<file path="src/rtl/gg_pkg.sv">
package gg_pkg;

  // Cycles needed to cover a time in ns at a clock period in ps (rounded up).
  function automatic int ns_to_cycles(input int t_ns, input int period_ps);
    return (t_ns * 1000 + period_ps - 1) / period_ps;
  endfunction

  // Counter width able to hold the value lim (at least one bit).
  function automatic int cnt_bits(input int lim);
    int b;
    b = 1;
    while ((1 << b) <= lim) b++;
    return b;
  endfunction

endpackage

</file>
<file path="src/rtl/gg_sync.sv">
module gg_sync #(
  parameter int W   = 10,
  parameter int STG = 2
) (
  input  logic         clk,
  input  logic         rst,
  input  logic [W-1:0] d,
  output logic [W-1:0] q
);
  logic [W-1:0] stage [STG];

  always_ff @(posedge clk) begin
    if (rst) stage[0] <= '0;
    else     stage[0] <= d;
  end

  for (genvar i = 1; i < STG; i++) begin : g_stage
    always_ff @(posedge clk) begin
      if (rst) stage[i] <= '0;
      else     stage[i] <= stage[i-1];
    end
  end

  assign q = stage[STG-1];
endmodule

</file>
<file path="src/rtl/gg_deadtime.sv">
module gg_deadtime #(
  parameter int DEAD = 54
) (
  input  logic clk,
  input  logic rst,
  input  logic req,
  output logic gate
);
  localparam int W = gg_pkg::cnt_bits(DEAD);
  localparam logic [W-1:0] LIM = W'(DEAD);

  logic [W-1:0] cnt;
  logic         run_done;

  assign run_done = (cnt == LIM);

  always_ff @(posedge clk) begin
    if (rst) begin
      cnt  <= '0;
      gate <= 1'b0;
    end else begin
      gate <= req && run_done;
      if (!req)          cnt <= '0;
      else if (!run_done) cnt <= cnt + 1'b1;
    end
  end

  // a dropped request removes the gate on the next edge
  a_r4_off_fast: assert property (@(posedge clk) disable iff (rst)
    !req |=> !gate);
  // the gate can only rise after the count has been restarted from zero
  a_r9_rise_needs_req: assert property (@(posedge clk) disable iff (rst)
    $rose(gate) |-> $past(req));
endmodule

</file>
<file path="src/rtl/gg_phase.sv">
module gg_phase #(
  parameter int DEAD = 54
) (
  input  logic clk,
  input  logic rst,
  input  logic hi_s,
  input  logic lo_s,
  input  logic vdd_ok_s,
  input  logic boot_ok_s,
  output logic gate_hi,
  output logic gate_lo
);
  logic hi_ok, lo_ok;
  logic arm_hi, arm_lo;
  logic overlap;
  logic hi_req, lo_req;

  assign hi_ok   = vdd_ok_s && boot_ok_s;
  assign lo_ok   = vdd_ok_s;
  assign overlap = hi_s && lo_s;

  // Arming: cleared while the side's supply is bad, set once the command is seen low.
  always_ff @(posedge clk) begin
    if (rst) begin
      arm_hi <= 1'b0;
      arm_lo <= 1'b0;
    end else begin
      arm_hi <= hi_ok && (arm_hi || !hi_s);
      arm_lo <= lo_ok && (arm_lo || !lo_s);
    end
  end

  assign hi_req = hi_s && !overlap && hi_ok && arm_hi && !gate_lo;
  assign lo_req = lo_s && !overlap && lo_ok && arm_lo && !gate_hi;

  gg_deadtime #(.DEAD(DEAD)) u_hi (
    .clk(clk), .rst(rst), .req(hi_req), .gate(gate_hi)
  );
  gg_deadtime #(.DEAD(DEAD)) u_lo (
    .clk(clk), .rst(rst), .req(lo_req), .gate(gate_lo)
  );

  a_r10_never_both: assert property (@(posedge clk) disable iff (rst)
    !(gate_hi && gate_lo));
  a_r2_overlap_off: assert property (@(posedge clk) disable iff (rst)
    overlap |=> (!gate_hi && !gate_lo));
  a_r6_vdd_off: assert property (@(posedge clk) disable iff (rst)
    !vdd_ok_s |=> (!gate_hi && !gate_lo));
  a_r7_boot_off: assert property (@(posedge clk) disable iff (rst)
    !boot_ok_s |=> !gate_hi);
  a_r8_no_resume: assert property (@(posedge clk) disable iff (rst)
    ($rose(hi_ok) && hi_s) |=> !gate_hi);
endmodule

</file>
<file path="src/rtl/inverter_gate_guard.sv">
module inverter_gate_guard #(
  parameter int NPH      = 3,
  parameter int CLK_PS   = 5000,
  parameter int DEAD_NS  = 270,
  parameter int SYNC_STG = 2
) (
  input  logic           clk,
  input  logic           rst,
  input  logic [NPH-1:0] cmd_hi,
  input  logic [NPH-1:0] cmd_lo,
  input  logic           vdd_ok,
  input  logic [NPH-1:0] boot_ok,
  output logic [NPH-1:0] gate_hi,
  output logic [NPH-1:0] gate_lo
);
  localparam int DEAD_CYC = gg_pkg::ns_to_cycles(DEAD_NS, CLK_PS);
  localparam int SW       = 3 * NPH + 1;

  logic [SW-1:0]  raw, synced;
  logic [NPH-1:0] hi_s, lo_s, boot_s;
  logic           vdd_s;

  assign raw = {vdd_ok, boot_ok, cmd_lo, cmd_hi};

  gg_sync #(.W(SW), .STG(SYNC_STG)) u_sync (
    .clk(clk), .rst(rst), .d(raw), .q(synced)
  );

  assign hi_s   = synced[NPH-1:0];
  assign lo_s   = synced[2*NPH-1:NPH];
  assign boot_s = synced[3*NPH-1:2*NPH];
  assign vdd_s  = synced[SW-1];

  for (genvar p = 0; p < NPH; p++) begin : g_phase
    gg_phase #(.DEAD(DEAD_CYC)) u_ph (
      .clk(clk), .rst(rst),
      .hi_s(hi_s[p]), .lo_s(lo_s[p]),
      .vdd_ok_s(vdd_s), .boot_ok_s(boot_s[p]),
      .gate_hi(gate_hi[p]), .gate_lo(gate_lo[p])
    );
  end
endmodule

</file>
<file path="config.mk">
export PLATFORM = sky130hd
export DESIGN_NAME = inverter_gate_guard
export DESIGN_NICKNAME = d
export VERILOG_FILES = /design/src/rtl/gg_pkg.sv /design/src/rtl/gg_sync.sv /design/src/rtl/gg_deadtime.sv /design/src/rtl/gg_phase.sv /design/src/rtl/inverter_gate_guard.sv
export SDC_FILE = /design/constraint.sdc
export NUM_CORES = 1
export LEC_CHECK = 0
export ABC_CLOCK_PERIOD_IN_PS = 1100
export BUFFER_PORTS_ARGS = -buffer_cell sky130_fd_sc_hd__buf_2
export CELL_PAD_IN_SITES_DETAIL_PLACEMENT = 1
export CELL_PAD_IN_SITES_GLOBAL_PLACEMENT = 2
export CORE_MARGIN = 1.5
export CORE_UTILIZATION = 35
export CTS_CLUSTER_DIAMETER = 100
export CTS_CLUSTER_SIZE = 14
export DETAILED_ROUTE_END_ITERATION = 12
export PLACE_DENSITY_LB_ADDON = 0.1
export SYNTH_ARGS = -nofsm -noshare
export SYNTH_HDL_FRONTEND = slang
export SYNTH_SLANG_ARGS = --single-unit
</file>
<file path="constraint.sdc">
create_clock -name clk -period 1.1 [get_ports clk]
set_input_delay 0.165 -clock clk [delete_from_list [all_inputs] [get_ports clk]]
set_output_delay 0.165 -clock clk [all_outputs]
set_load 0.02 [all_outputs]
</file>
# --- After elaboration in Yosys (flattened, before gate mapping) ---
# Memory sizes are Yosys's and may differ from the RTL's.
# Cells that the tools add are included.
totals:
  ff_bits: 48
  mem_bits_rw: 20
  inputBits: 12
  out_inout_bits: 6
  wordCells: 113
  n_memories: 1
mem_list:
  columns: ["memory", "words", "width", "rd", "rd_clocked_by_memory_dff", "write_ports", "line", "rtl"]
  rows:
  - ["u_sync.stage", 2, 10, 2, 0, 2, "gg_sync.sv:10", "logic [W-1:0] stage [STG];"]
classes:
  addsub: 6
  eq_ne: 6
  mux: 5
  bitwise: 8
  n_reduce_logical: 69
ops:
  columns: ["operator", "n"]
  rows:
  - ["logical AND 1 bit", 42]
  - ["adder 6 x 1 -> 6 bit, second input constant", 6]
  - ["equality test 6 bit, second input constant", 6]
  - ["two-way mux 10 bit", 2]
  - ["logical NOT 1 bit", 15]
  - ["OR reduction 2 bit", 6]
  - ["logical OR 1 bit", 6]
  - ["inverter 1 bit", 6]
  - ["two-way mux 1 bit", 3]
  - ["bitwise OR 1 bit", 2]

# --- Logic depth before layout (Yosys ltp) ---
# Gate-level depths: netlist of the first run.
depth:
  depth_word: 8
  depth_mapped: 5
  mapped_depth_nobuf: 5

# --- By module ---
# A second synthesis of the first run with hierarchy kept.
hier_totals:
  hier_cells: 273
  area_unflattened_um2: 2829.0
by_module_without_submodules:
  columns: ["mod", "n_inst", "cells_each", "area_each_um2"]
  rows:
  - ["gg_deadtime", 6, 33, 314.1]
  - ["gg_sync", 1, 42, 618.1]
  - ["gg_phase", 3, 11, 108.9]

# --- Worst setup path before layout of the first run ---
# Ideal clock, no wire load.
synth_path:
  path_kind: "flip-flop to flip-flop"
  startpoint: "reg g_phase[1].u_ph.u_lo.cnt[0]"
  endpoint: "reg g_phase[1].u_ph.u_lo.cnt[1]"
  t_arrival_ns: 1.092
  required_ns: 0.974
  slack_ns: -0.118
  path_stages_with_launch: 6
  path_buffers: 0
  path_cell_list: "dfxtp_1 -> inv_1 -> ha_1 -> and4b_1 -> a21boi_0 -> a211oi_1"
synth_between:
  elab_chain_len: 1
synth_rtl:
  columns: ["item", "line", "rtl"]
  rows:
  - ["start: declaration", "gg_deadtime.sv:12", "logic [W-1:0] cnt;"]
  - ["start signal: assignment", "gg_deadtime.sv:24", "else if (!run_done) cnt <= cnt + 1'b1;"]
  - ["adder 6 x 1 -> 6 bit or equality test 6 bit (tied branches)", "gg_deadtime.sv:24, gg_deadtime.sv:15", null]
# Several ways; a longest one is shown, not always the timed one.
# A chain may end at the register's enable or synchronous reset.

# --- Worst setup path in the final report of the first run ---
layout_path:
  startpoint: "reg g_phase[0].u_ph.u_hi.cnt[0]"
  endpoint: "reg g_phase[0].u_ph.u_hi.cnt[0]"
layout_between:
  elab_chain_len: 1
layout_rtl:
  columns: ["item", "line"]
  rows:
  - ["start: declaration", "gg_deadtime.sv:12"]
  - ["start signal: assignment", "gg_deadtime.sv:24"]
  - ["adder 6 x 1 -> 6 bit or equality test 6 bit (tied branches)", "gg_deadtime.sv:24, gg_deadtime.sv:15"]
# Several ways; a longest one is shown, not always the timed one.

==> run summary, run 1 <==
Slew Limit Fails: 0
Avg Cell Area, Syn: 10.33 sq um
Met3 usage: 3.695%
Post-synthesis adder-cell area fraction: 5.324%
Final instance area: 3990 sq um
Primary FF master, synth: dfxtp_1
Leak: 1.504 nW
Crit end category: flip-flop
GRT overflow: 0
PortBufs: 17
Final Hold Fails: 0
Number of cell rows: 32
Synth top area share: 48.27%
Status: finished, violations left
WP buf/inv: 2
Slew @ Worst Pin: 293.5 ps
Die Width: 92.77 microns
DIE HEIGHT: 92.77 microns
# hold bufs at CTS: 0
Initial DRT Pass Iterations: 4
Minimum clock period: 1240 ps
PwrDens: 1119 nW/um^2
Violated checks: setup timing
CTS Sinks: 68
Yosys Warn Count: 0
Max stage delay on crit path: 330 ps
Int Power: 3.546 mW
Complex-gate fraction of the synthesized area: 9.317%
Seq/Total Area, Yosys: 48.27%
Final Net Count: 364
Fin crit share: 112.7%
Slowest cell on the critical path: dfxtp_2
GR Util met2: 21.53%
Clock root buffer: clkbuf_8
Synth top cells by count: dfxtp_1, a21oi_1, nor2b_1
Post-synthesis async set-or-reset flop share: 0%
Mapped Area: 2820 sq um
Psw: 0.9185 mW
Share of cells above drive strength 1: 52.46%
Reg clk slew, reported paths: 70 ps
Final core utilization: 51.37%
Yosys reg bits: 68
Initial antenna violation count: 0
Initial Utilization: 36.31%
Io pins: 18
Number of cells on the critical path: 6
CP top delay family: simple AND/OR/NAND/NOR gates
Largest family of logic cells by synthesized area: simple AND/OR/NAND/NOR gates
Synth unique cells: 39
Synth area leader: dfxtp_1
Final setup vio count: 17
Vias: 2061
R2r setup slk: -140 ps
Combinational Power Share: 2.1%
Pre-CTS setup slack: -158.3 ps
Most frequent cell after synthesis: dfxtp_1
# DRC: 0
Worst-path maximum fanout: 3
Switch share: 20.58%
Placed cell areas: 3303 sq um
GRT Max-Usage Layer: met2
Mux contribution to synthesized area: 0%
Aggregate routed wire length: 5.473 mm
Core Box Area: 7767 sq um
Pin count of the biggest net entering global routing: 22
Top post-synthesis cells by area: dfxtp_1, ha_1, nor2b_1
Met1 Resource Use GR: 16.46%
Fmax: 806.6 MHz
Post-synthesis xor/xnor area fraction: 5.590%
Cells along the critical path: inv_2 > ha_4 > and4b_2 > buf_4 > nand3_2 > nor3b_2
Setup WS post-layout: -139.8 ps
Wire per inst: 12.24 microns
# H-tree levels: 3
WP data arrival: 1460 ps
Worst path required time: 1320 ps
Startpoint Class: flip-flop
Die area: 8605 sq um
Vias/cell: 4.611
GRT Resource Usage Total: 13.35%
VDD IR-drop max: 0.6601 mV
Clock Path Buffers: 2
Vias in the first global route: 2034
DR iter-0 viols: 55
Sequential power share: 56.1%
Post-synthesis simple-gate area fraction: 26.57%
CTS buffer count: 9
N_diodes: 0
First-pass GRT wire length: 9.025 mm
Worst Hold Class: in2reg
Slew HR: 80.40%
DRT antenna net count: 0
Syn Nets: 297
Cell count of the worst hold path: 2
RSZ-0062 raised after global routing: true
Reg2Reg Depth: 6
Max-Cap Viols: 0
Clk_skew: 6.282 ps
Post-detail-place hpwl: 3.785 mm
Worst hold slack: 44.37 ps
RePlAce Congestion: 0.7063
Clock power frac: 41.8%
Setup CP Type: reg2reg
Synth Instances: 273
Area Growth Syn to Fin: 41.48%
Number of synthesized flops with an enable pin: 0
TritonCTS clock tree: yes
Skew-Pair Late Insertion Delay: 330 ps
## metal layers
metal	wire, microns	vias up
met5	0	-
met4	115	0
met3	140	12
met2	2600	20
met1	2617	966
li1	-	1063
## per-stage QoR
step	instances	power [mW]	setup TNS [ps]
5_1_grt	447	4.685	-2296
3_5_place_dp	421	2.653	-1598
6_report	447	4.464	-984.8
3_3_place_gp	421	2.651	-1036
2_1_floorplan	273	2.611	-184.6
4_1_cts	441	4.571	-943.0
## path summary, 6_finish.rpt
| check | endpoint | start |
|---|---|---|
| max reg2reg | g_phase[0].u_ph.u_hi.cnt[0] | g_phase[0].u_ph.u_hi.cnt[0] |
| max | g_phase[0].u_ph.u_hi.cnt[0] | g_phase[0].u_ph.u_hi.cnt[0] |
| min reg2reg | g_phase[1].u_ph.arm_hi | u_sync.stage[1][1] |
| min | u_sync.stage[0][6] | boot_ok[0] |
## sequential cells by signal (all words and copies together), names as in the netlist
name	count
g_phase.u_ph.u_lo.gate	3
g_phase.u_ph.u_lo.cnt	18
g_phase.u_ph.u_hi.cnt	18
g_phase.u_ph.arm_lo	3
g_phase.u_ph.arm_hi	3
g_phase.u_ph.u_hi.gate	3
u_sync.stage	20
## worst reg2reg max path, stage by stage, from the launching register on
cell     delay (ps)
dfxtp_2         330
inv_2            70
ha_4            120
and4b_2         270
buf_4           140
nand3_2          60
nor3b_2         160
## cells in the final DEF, fill, tap and decap left out, drive strengths merged, types with 3 or more instances in the layout
cell type,count
dfxtp,68
buf,67
nor2b,23
a21oi,22
nand3,21
clkbuf,15
nor2,14
nand2,14
inv,14
xor2,12
ha,12
nor3b,8
or3,7
xnor2,6
o21ai,6
nor3,5
and4b,4
and4bb,3
o21a,3
a21o,3
a211oi,3
a21boi,3
## power groups by stage
stage          clock (mW)  combinational, mW  sequential, mW
2_1_floorplan           0             0.0474            2.56
3_3_place_gp            0             0.0854            2.57
3_5_place_dp            0             0.0871            2.57
4_1_cts              1.97             0.0906            2.51
5_1_grt              2.07              0.104            2.51
6_report             1.87             0.0927            2.50
## final cells by class
class	instances	area (sq um)
inverters	14	55.05
multi-input cells	180	1693
well taps	102	127.6
clock inverters	1	5.005
clock buffers	15	176.4
repair buffers	67	535.5
fillers	870	3777
flip-flops and latches	68	1398
## cells by family (layout without fill, tap and decap cells)
| group | Yosys count | in the layout |
|---|---|---|
| AND/OR/NAND/NOR | 108 | 108 |
| flip-flops | 68 | 68 |
| AO/OA/AOI/OAI | 42 | 42 |
| buffers and inverters | 25 | 97 |
| XOR/XNOR | 18 | 18 |
| adder cells (fa/ha/maj) | 12 | 12 |
## repair_timing
item,in CTS,in global routing
endpoints found under the setup margin,35,39
endpoints found under the hold margin,0,0
buffers inserted,4,6
resized for setup,36,71
pin swaps,17,28
(Power assumes the default switching activity.)
==> inputs of run 2 (changes only) <==
==> constraint.sdc (replaced) <==
create_clock -name clk -period 1.1 [get_ports clk]
set_input_delay 0.11 -clock clk [delete_from_list [all_inputs] [get_ports clk]]
set_output_delay 0.11 -clock clk [all_outputs]
set_load 0.02 [all_outputs]
==> run 2 against run 1 <==
- the run still ends with setup timing left
- non-clock buffer count grew 10
- largest cell class unchanged
- first-iteration DRC count down 11%
- core utilization up 1.3 points
- highest routed layer unchanged
- final cell count increased by 2.2%
==> run summary, run 2 (same netlist as run 1, synthesis figures left out) <==
Clk_skew: 6.029 ps (-0.2532 ps)
Leak: 1.545 nW (+2.8%)
Slew @ Worst Pin: 293.5 ps (+0.0003576 ps)
Combinational Power Share: 2.7% (+0.6 points)
Pre-CTS setup slack: -158.3 ps (unchanged)
Int Power: 3.569 mW (+0.65%)
Placed cell areas: 3303 sq um (unchanged)
Storage element area: 1398 sq um (unchanged)
Initial DRT Pass Iterations: 3 (-1)
Aggregate routed wire length: 5.581 mm (+2.0%)
Vias/cell: 4.611 (about the same)
Max stage delay on crit path: 330 ps (about the same)
Slew Limit Fails: 0 (unchanged)
DIE HEIGHT: 92.77 microns (unchanged)
Final setup vio count: 17 (unchanged)
Switch share: 20.56% (about the same)
Initial Utilization: 36.31% (unchanged)
VDD IR-drop max: 0.6670 mV (+1.0%)
Minimum clock period: 1240 ps (+0.04100 ps)
Startpoint Class: flip-flop
TritonCTS clock tree: yes
First-pass GRT wire length: 9.177 mm (+1.7%)
Cells along the critical path: inv_2 > ha_4 > and4b_2 > buf_4 > nand3_2 > nor3b_2
GR Util met2: 22.45% (+0.91 points)
Die Width: 92.77 microns (unchanged)
CTS Sinks: 68 (unchanged)
Core Box Area: 7767 sq um (unchanged)
Top flop regs: u_sync.stage x20, g_phase.u_ph.u_hi.cnt x18, g_phase.u_ph.u_lo.cnt x18
Met3 usage: 3.695% (unchanged)
Worst-path maximum fanout: 3 (unchanged)
Slew HR: 80.40% (unchanged)
# H-tree levels: 3 (unchanged)
Setup WS post-layout: -139.8 ps (-0.04100 ps)
N_diodes: 0 (unchanged)
Final core utilization: 52.66% (+1.3 points)
Final Net Count: 374 (+2.7%)
Skew-Pair Late Insertion Delay: 330 ps (about the same)
GRT Max-Usage Layer: met2
Area Growth Syn to Fin: 45.03%
Most flops, register: u_sync.stage
# DRC: 0 (unchanged)
Clock power frac: 41.6% (-0.2 points)
CP top delay family: simple AND/OR/NAND/NOR gates
CTS buffer count: 9 (unchanged)
Io pins: 18 (unchanged)
Worst Hold Class: in2reg
Violated checks: setup timing
Clock Path Buffers: 2 (unchanged)
GRT Resource Usage Total: 13.58% (+0.22 points)
DRT antenna net count: 0 (unchanged)
Crit end category: flip-flop
Pin count of the biggest net entering global routing: 22 (unchanged)
Max reg flops: 20 (unchanged)
Multi-input gate area: 1693 sq um (unchanged)
Max-Cap Viols: 0 (unchanged)
Sequential power share: 55.8% (-0.3 points)
Vias: 2107 (+2.2%)
Slowest cell on the critical path: dfxtp_2
Setup TNS Final: -1005 ps (-20.62 ps)
Die area: 8605 sq um (unchanged)
DR iter-0 viols: 49 (-11%)
PortBufs: 17 (unchanged)
Wire per inst: 12.21 microns (-0.26%)
Fin crit share: 112.7% (about the same)
Fmax: 806.6 MHz (about the same)
Final Power: 4.492 mW (+0.63%)
Initial antenna violation count: 0 (unchanged)
PwrDens: 1098 nW/um^2 (-1.8%)
WP data arrival: 1460 ps (about the same)
Psw: 0.9235 mW (+0.54%)
RePlAce Congestion: 0.7063 (unchanged)
Final instance area: 4090 sq um (+2.5%)
Met1 Resource Use GR: 16.36% (-0.10 points)
Reg clk slew, reported paths: 70 ps (about the same)
WP buf/inv: 2 (unchanged)
Worst path required time: 1320 ps (about the same)
Post-detail-place hpwl: 3.785 mm (unchanged)
Status: finished, violations left
Commonest cells after routing, fill and taps aside: dfxtp_1, buf_4, nor2b_1, buf_6, buf_2
Clock root buffer: clkbuf_8
Number of cell rows: 32 (unchanged)
RSZ-0062 raised after global routing: true
GRT overflow: 0 (unchanged)
Commonest non-fill, non-tap cell in the layout: dfxtp_1
Fillers: 869 (-0.11%)
Share of cells above drive strength 1: 50.99% (-1.5 points)
Vias in the first global route: 2088 (+2.7%)
Setup CP Type: reg2reg
Final Hold Fails: 0 (unchanged)
## run 2: layout make-up
class / count / share of cell area (%)
inverters: 14 / 1.346
clock inverters: 1 / 0.1224
multi-input cells: 180 / 41.39
repair buffers: 77 / 15.54
clock buffers: 15 / 4.313
well taps: 102 / 3.120
flip-flops and latches: 68 / 34.17
## run 2: power by group through the flow
stage | clock [mW] | sequential (mW) | combinational (mW)
final | 1.87 | 2.50 | 0.120
after CTS | 1.97 | 2.51 | 0.117
after global routing | 2.07 | 2.51 | 0.133
after detailed placement | 0 | 2.57 | 0.0871
after global placement | 0 | 2.57 | 0.0854
after floorplan | 0 | 2.56 | 0.0474
## run 2: worst min-delay path: cells and delay by family
family	cells	cell delay, ps
compound gates	1	30
buf+inv	2	250
simple gates	2	120
## run 2: metal layers
layer | vias to the layer above | wire length (microns)
li1 | 1085 | -
met1 | 990 | 2631
met2 | 20 | 2705
met3 | 12 | 129
met4 | 0 | 115
met5 | - | 0
## run 2: timing repair
| item | 4_1_cts | 5_1_grt |
|---|---|---|
| hold buffers | 10 | 0 |
| setup endpoints to repair | 35 | 39 |
| hold endpoints to repair | 10 | 0 |
| gates resized for setup | 36 | 71 |
| buffers inserted | 4 | 6 |
| pin swaps | 17 | 29 |
## run 2: stage by stage
step,hold slack [ps],cells
2_1_floorplan,238.2,273
3_3_place_gp,319.4,421
3_5_place_dp,325.3,421
4_1_cts,196.5,451
5_1_grt,236.1,457
6_report,217.5,457
## run 2: final timing paths
path / start / end / slack, ps / cells past startpoint
setup / recovery: g_phase[0].u_ph.u_hi.cnt[0] / g_phase[0].u_ph.u_hi.cnt[0] / -140 / 6
hold / removal: rst / g_phase[1].u_ph.arm_hi / 220 / 5
hold reg to reg: u_sync.stage[1][1] / g_phase[1].u_ph.arm_hi / 440 / 1
setup reg to reg: g_phase[0].u_ph.u_hi.cnt[0] / g_phase[0].u_ph.u_hi.cnt[0] / -140 / 6
==> inputs of run 3 (changes only) <==
ABC_CLOCK_PERIOD_IN_PS = 1500   (was 1100)
CORE_UTILIZATION = 30   (was 35)
clock period = 1.5 ns   (was 1.1 ns; I/O delays follow)
==> run 3 against run 2 <==
- global-route usage fell by 2.4 points
- the flow now finishes without violations
- critical path type unchanged
- clock skew rose by 4.7 ps
- wire length fell by 10%
- sequential power fell by 26%
==> run summary, run 3 (same netlist as run 1, synthesis figures left out) <==
Post-CTS Setup Inserts: 0 (-4)
Placed cell areas: 3010 sq um (-8.9%)
Core Box Area: 9196 sq um (+18%)
# H-tree levels: 3 (unchanged)
CP top delay family: flip-flops
Share of cells above drive strength 1: 18.54% (-32 points)
Io pins: 18 (unchanged)
GRT overflow: 0 (unchanged)
TritonCTS clock tree: yes
Final setup vio count: 0 (-17)
Final Power: 3.183 mW (-29%)
Leak: 1.192 nW (-23%)
Setup WS post-layout: 154.6 ps (+294.4 ps)
Worst-path maximum fanout: 5 (+2)
Skew-Pair Late Insertion Delay: 330 ps (about the same)
# hold bufs at CTS: 0 (-10)
# DRC: 0 (unchanged)
Worst path required time: 1720 ps (+400 ps)
Commonest cells after routing, fill and taps aside: dfxtp_1, a21oi_1, nor2b_1, buf_2, nand3_1
GRT Resource Usage Total: 11.22% (-2.4 points)
Wire per inst: 12.11 microns (-0.81%)
RSZ-0062 raised after global routing: false
CTS buffer count: 9 (unchanged)
Reg clk slew, reported paths: 70 ps (about the same)
Number of cell rows: 35 (+9.4%)
Initial Utilization: 30.67% (-5.6 points)
DIE HEIGHT: 99.96 microns (+7.8%)
Cell count of the worst hold path: 2 (-3)
Reg2Reg Depth: 5 (-1)
WP buf/inv: 1 (-1)
Critical R2R Launch: g_phase[2].u_ph.u_lo.cnt[0]
WP data arrival: 1560 ps (+100 ps)
Slowest cell on the critical path: dfxtp_1
Status: finished, final reports clean
Vias in the first global route: 1934 (-7.4%)
Die area: 9991 sq um (+16%)
Min-Delay Endpoint: u_sync.stage[0][4]
PwrDens: 1003 nW/um^2 (-8.7%)
Crit Reg-Reg Endpoint: g_phase[2].u_ph.u_lo.cnt[1]
Setup crit start: g_phase[2].u_ph.u_lo.cnt[0]
VDD IR-drop max: 0.3246 mV (-51%)
Clock root buffer: clkbuf_8
Final Hold Fails: 0 (unchanged)
Clk_skew: 10.76 ps (+4.729 ps)
Hold_sp: cmd_lo[1]
Initial DRT Pass Iterations: 4 (+1)
Setup CP Type: reg2reg
Vias: 1869 (-11%)
R2r setup slk: 150 ps (+290 ps)
Fmax: 743.3 MHz (-7.9%)
Fillers: 1058 (+22%)
Post-cts sizing count: 0 (-100%)
Worst Hold Class: in2reg
CTS Sinks: 68 (unchanged)
Most flops, register: u_sync.stage
Multi-input gate area: 1320 sq um (-22%)
Aggregate routed wire length: 5.003 mm (-10%)
Storage element area: 1361 sq um (-2.6%)
Minimum clock period: 1345 ps (+105.6 ps)
Final Net Count: 321 (-14%)
Top flop regs: u_sync.stage x20, g_phase.u_ph.u_hi.cnt x18, g_phase.u_ph.u_lo.cnt x18
Die Width: 99.96 microns (+7.8%)
Pre-CTS setup slack: 150.8 ps (+309.2 ps)
Max stage delay on crit path: 450 ps (+120 ps)
Max-Cap Viols: 0 (unchanged)
Crit end category: flip-flop
Post-detail-place hpwl: 3.610 mm (-4.6%)
Cells along the critical path: inv_1 > ha_1 > and4b_1 > a21boi_0 > a211oi_1
DR iter-0 viols: 35 (-29%)
Slew HR: 83.22% (+2.8 points)
RePlAce Congestion: 0.7145 (+1.2%)
First-pass GRT wire length: 8.845 mm (-3.6%)
Setup TNS Final: 0 ps (+1005 ps)
Fin crit share: 89.70% (-23 points)
Startpoint Class: flip-flop
Max reg flops: 20 (unchanged)
Clock Path Buffers: 2 (unchanged)
Pin count of the biggest net entering global routing: 22 (unchanged)
Initial antenna violation count: 0 (unchanged)
Area Growth Syn to Fin: 12.51%
DRT antenna net count: 0 (unchanged)
Final instance area: 3173 sq um (-22%)
N_diodes: 0 (unchanged)
Vias/cell: 4.525 (-1.8%)
Commonest non-fill, non-tap cell in the layout: dfxtp_1
Slew @ Worst Pin: 250.7 ps (-42.82 ps)
Slew Limit Fails: 0 (unchanged)
PortBufs: 17 (unchanged)
==> run 3: cell types whose count changed in the layout (fill, tap and decap cells not counted), moves of 7 or more <==
cell,before,now
buf_6,20,0
a21oi_1,10,22
nand3_1,9,16
dlygate4sd3_1,10,0
buf_4,30,7
dfxtp_2,14,0
ha_4,10,0
dfxtp_1,49,68
ha_1,0,12
a21oi_2,12,0
==> run 3: worst max-delay path by stage <==
stage | to | slack [ps] | depth (start not counted)
after floorplan | g_phase[1].u_ph.u_lo.cnt[1] | 280 | 5
after global placement | g_phase[1].u_ph.u_lo.cnt[3] | 180 | 5
after detailed placement | g_phase[2].u_ph.u_lo.cnt[1] | 150 | 5
after CTS | g_phase[2].u_ph.u_lo.cnt[1] | 140 | 5
after global routing | g_phase[1].u_ph.u_lo.cnt[3] | 10 | 5
final | g_phase[2].u_ph.u_lo.cnt[1] | 150 | 5
==> run 3: power breakdown <==
| group | leakage, nW | internal [mW] | switching (mW) |
|---|---|---|---|
| clock network | 0.0844 | 0.644 | 0.637 |
| registers | 0.552 | 1.83 | 0.0138 |
| logic | 0.556 | 0.0309 | 0.0253 |
==> run 3: area by class of cell <==
type	count	area share, %
Clock buffer	14	4.811
Multi-Input combinational cell	180	41.60
Sequential cell	68	42.90
Clock inverter	2	0.3155
Inverter	14	1.656
Timing Repair Buffer	24	4.338
Tap cell	111	4.377
==> run 3: routing by layer <==
| layer | GRT usage, % | share of wire (%) | up-vias | wire length [microns] |
|---|---|---|---|---|
| met5 | 0 | 0 | - | 0 |
| met4 | 3.900 | 1.1 | 0 | 56 |
| met3 | 4.248 | 3.8 | 7 | 189 |
| met1 | 13.77 | 49 | 868 | 2436 |
| li1 | - | - | 972 | - |
| met2 | 18.05 | 46 | 22 | 2321 |
==> run 3: through the flow <==
stage,hold WS (ps),cells,util (%)
floorplan,278.2,273,-
global placement,365.8,397,32.73
detailed placement,365.3,397,32.73
CTS,6.927,413,34.50
global route,0.1059,413,34.50
finish,28.03,413,34.50
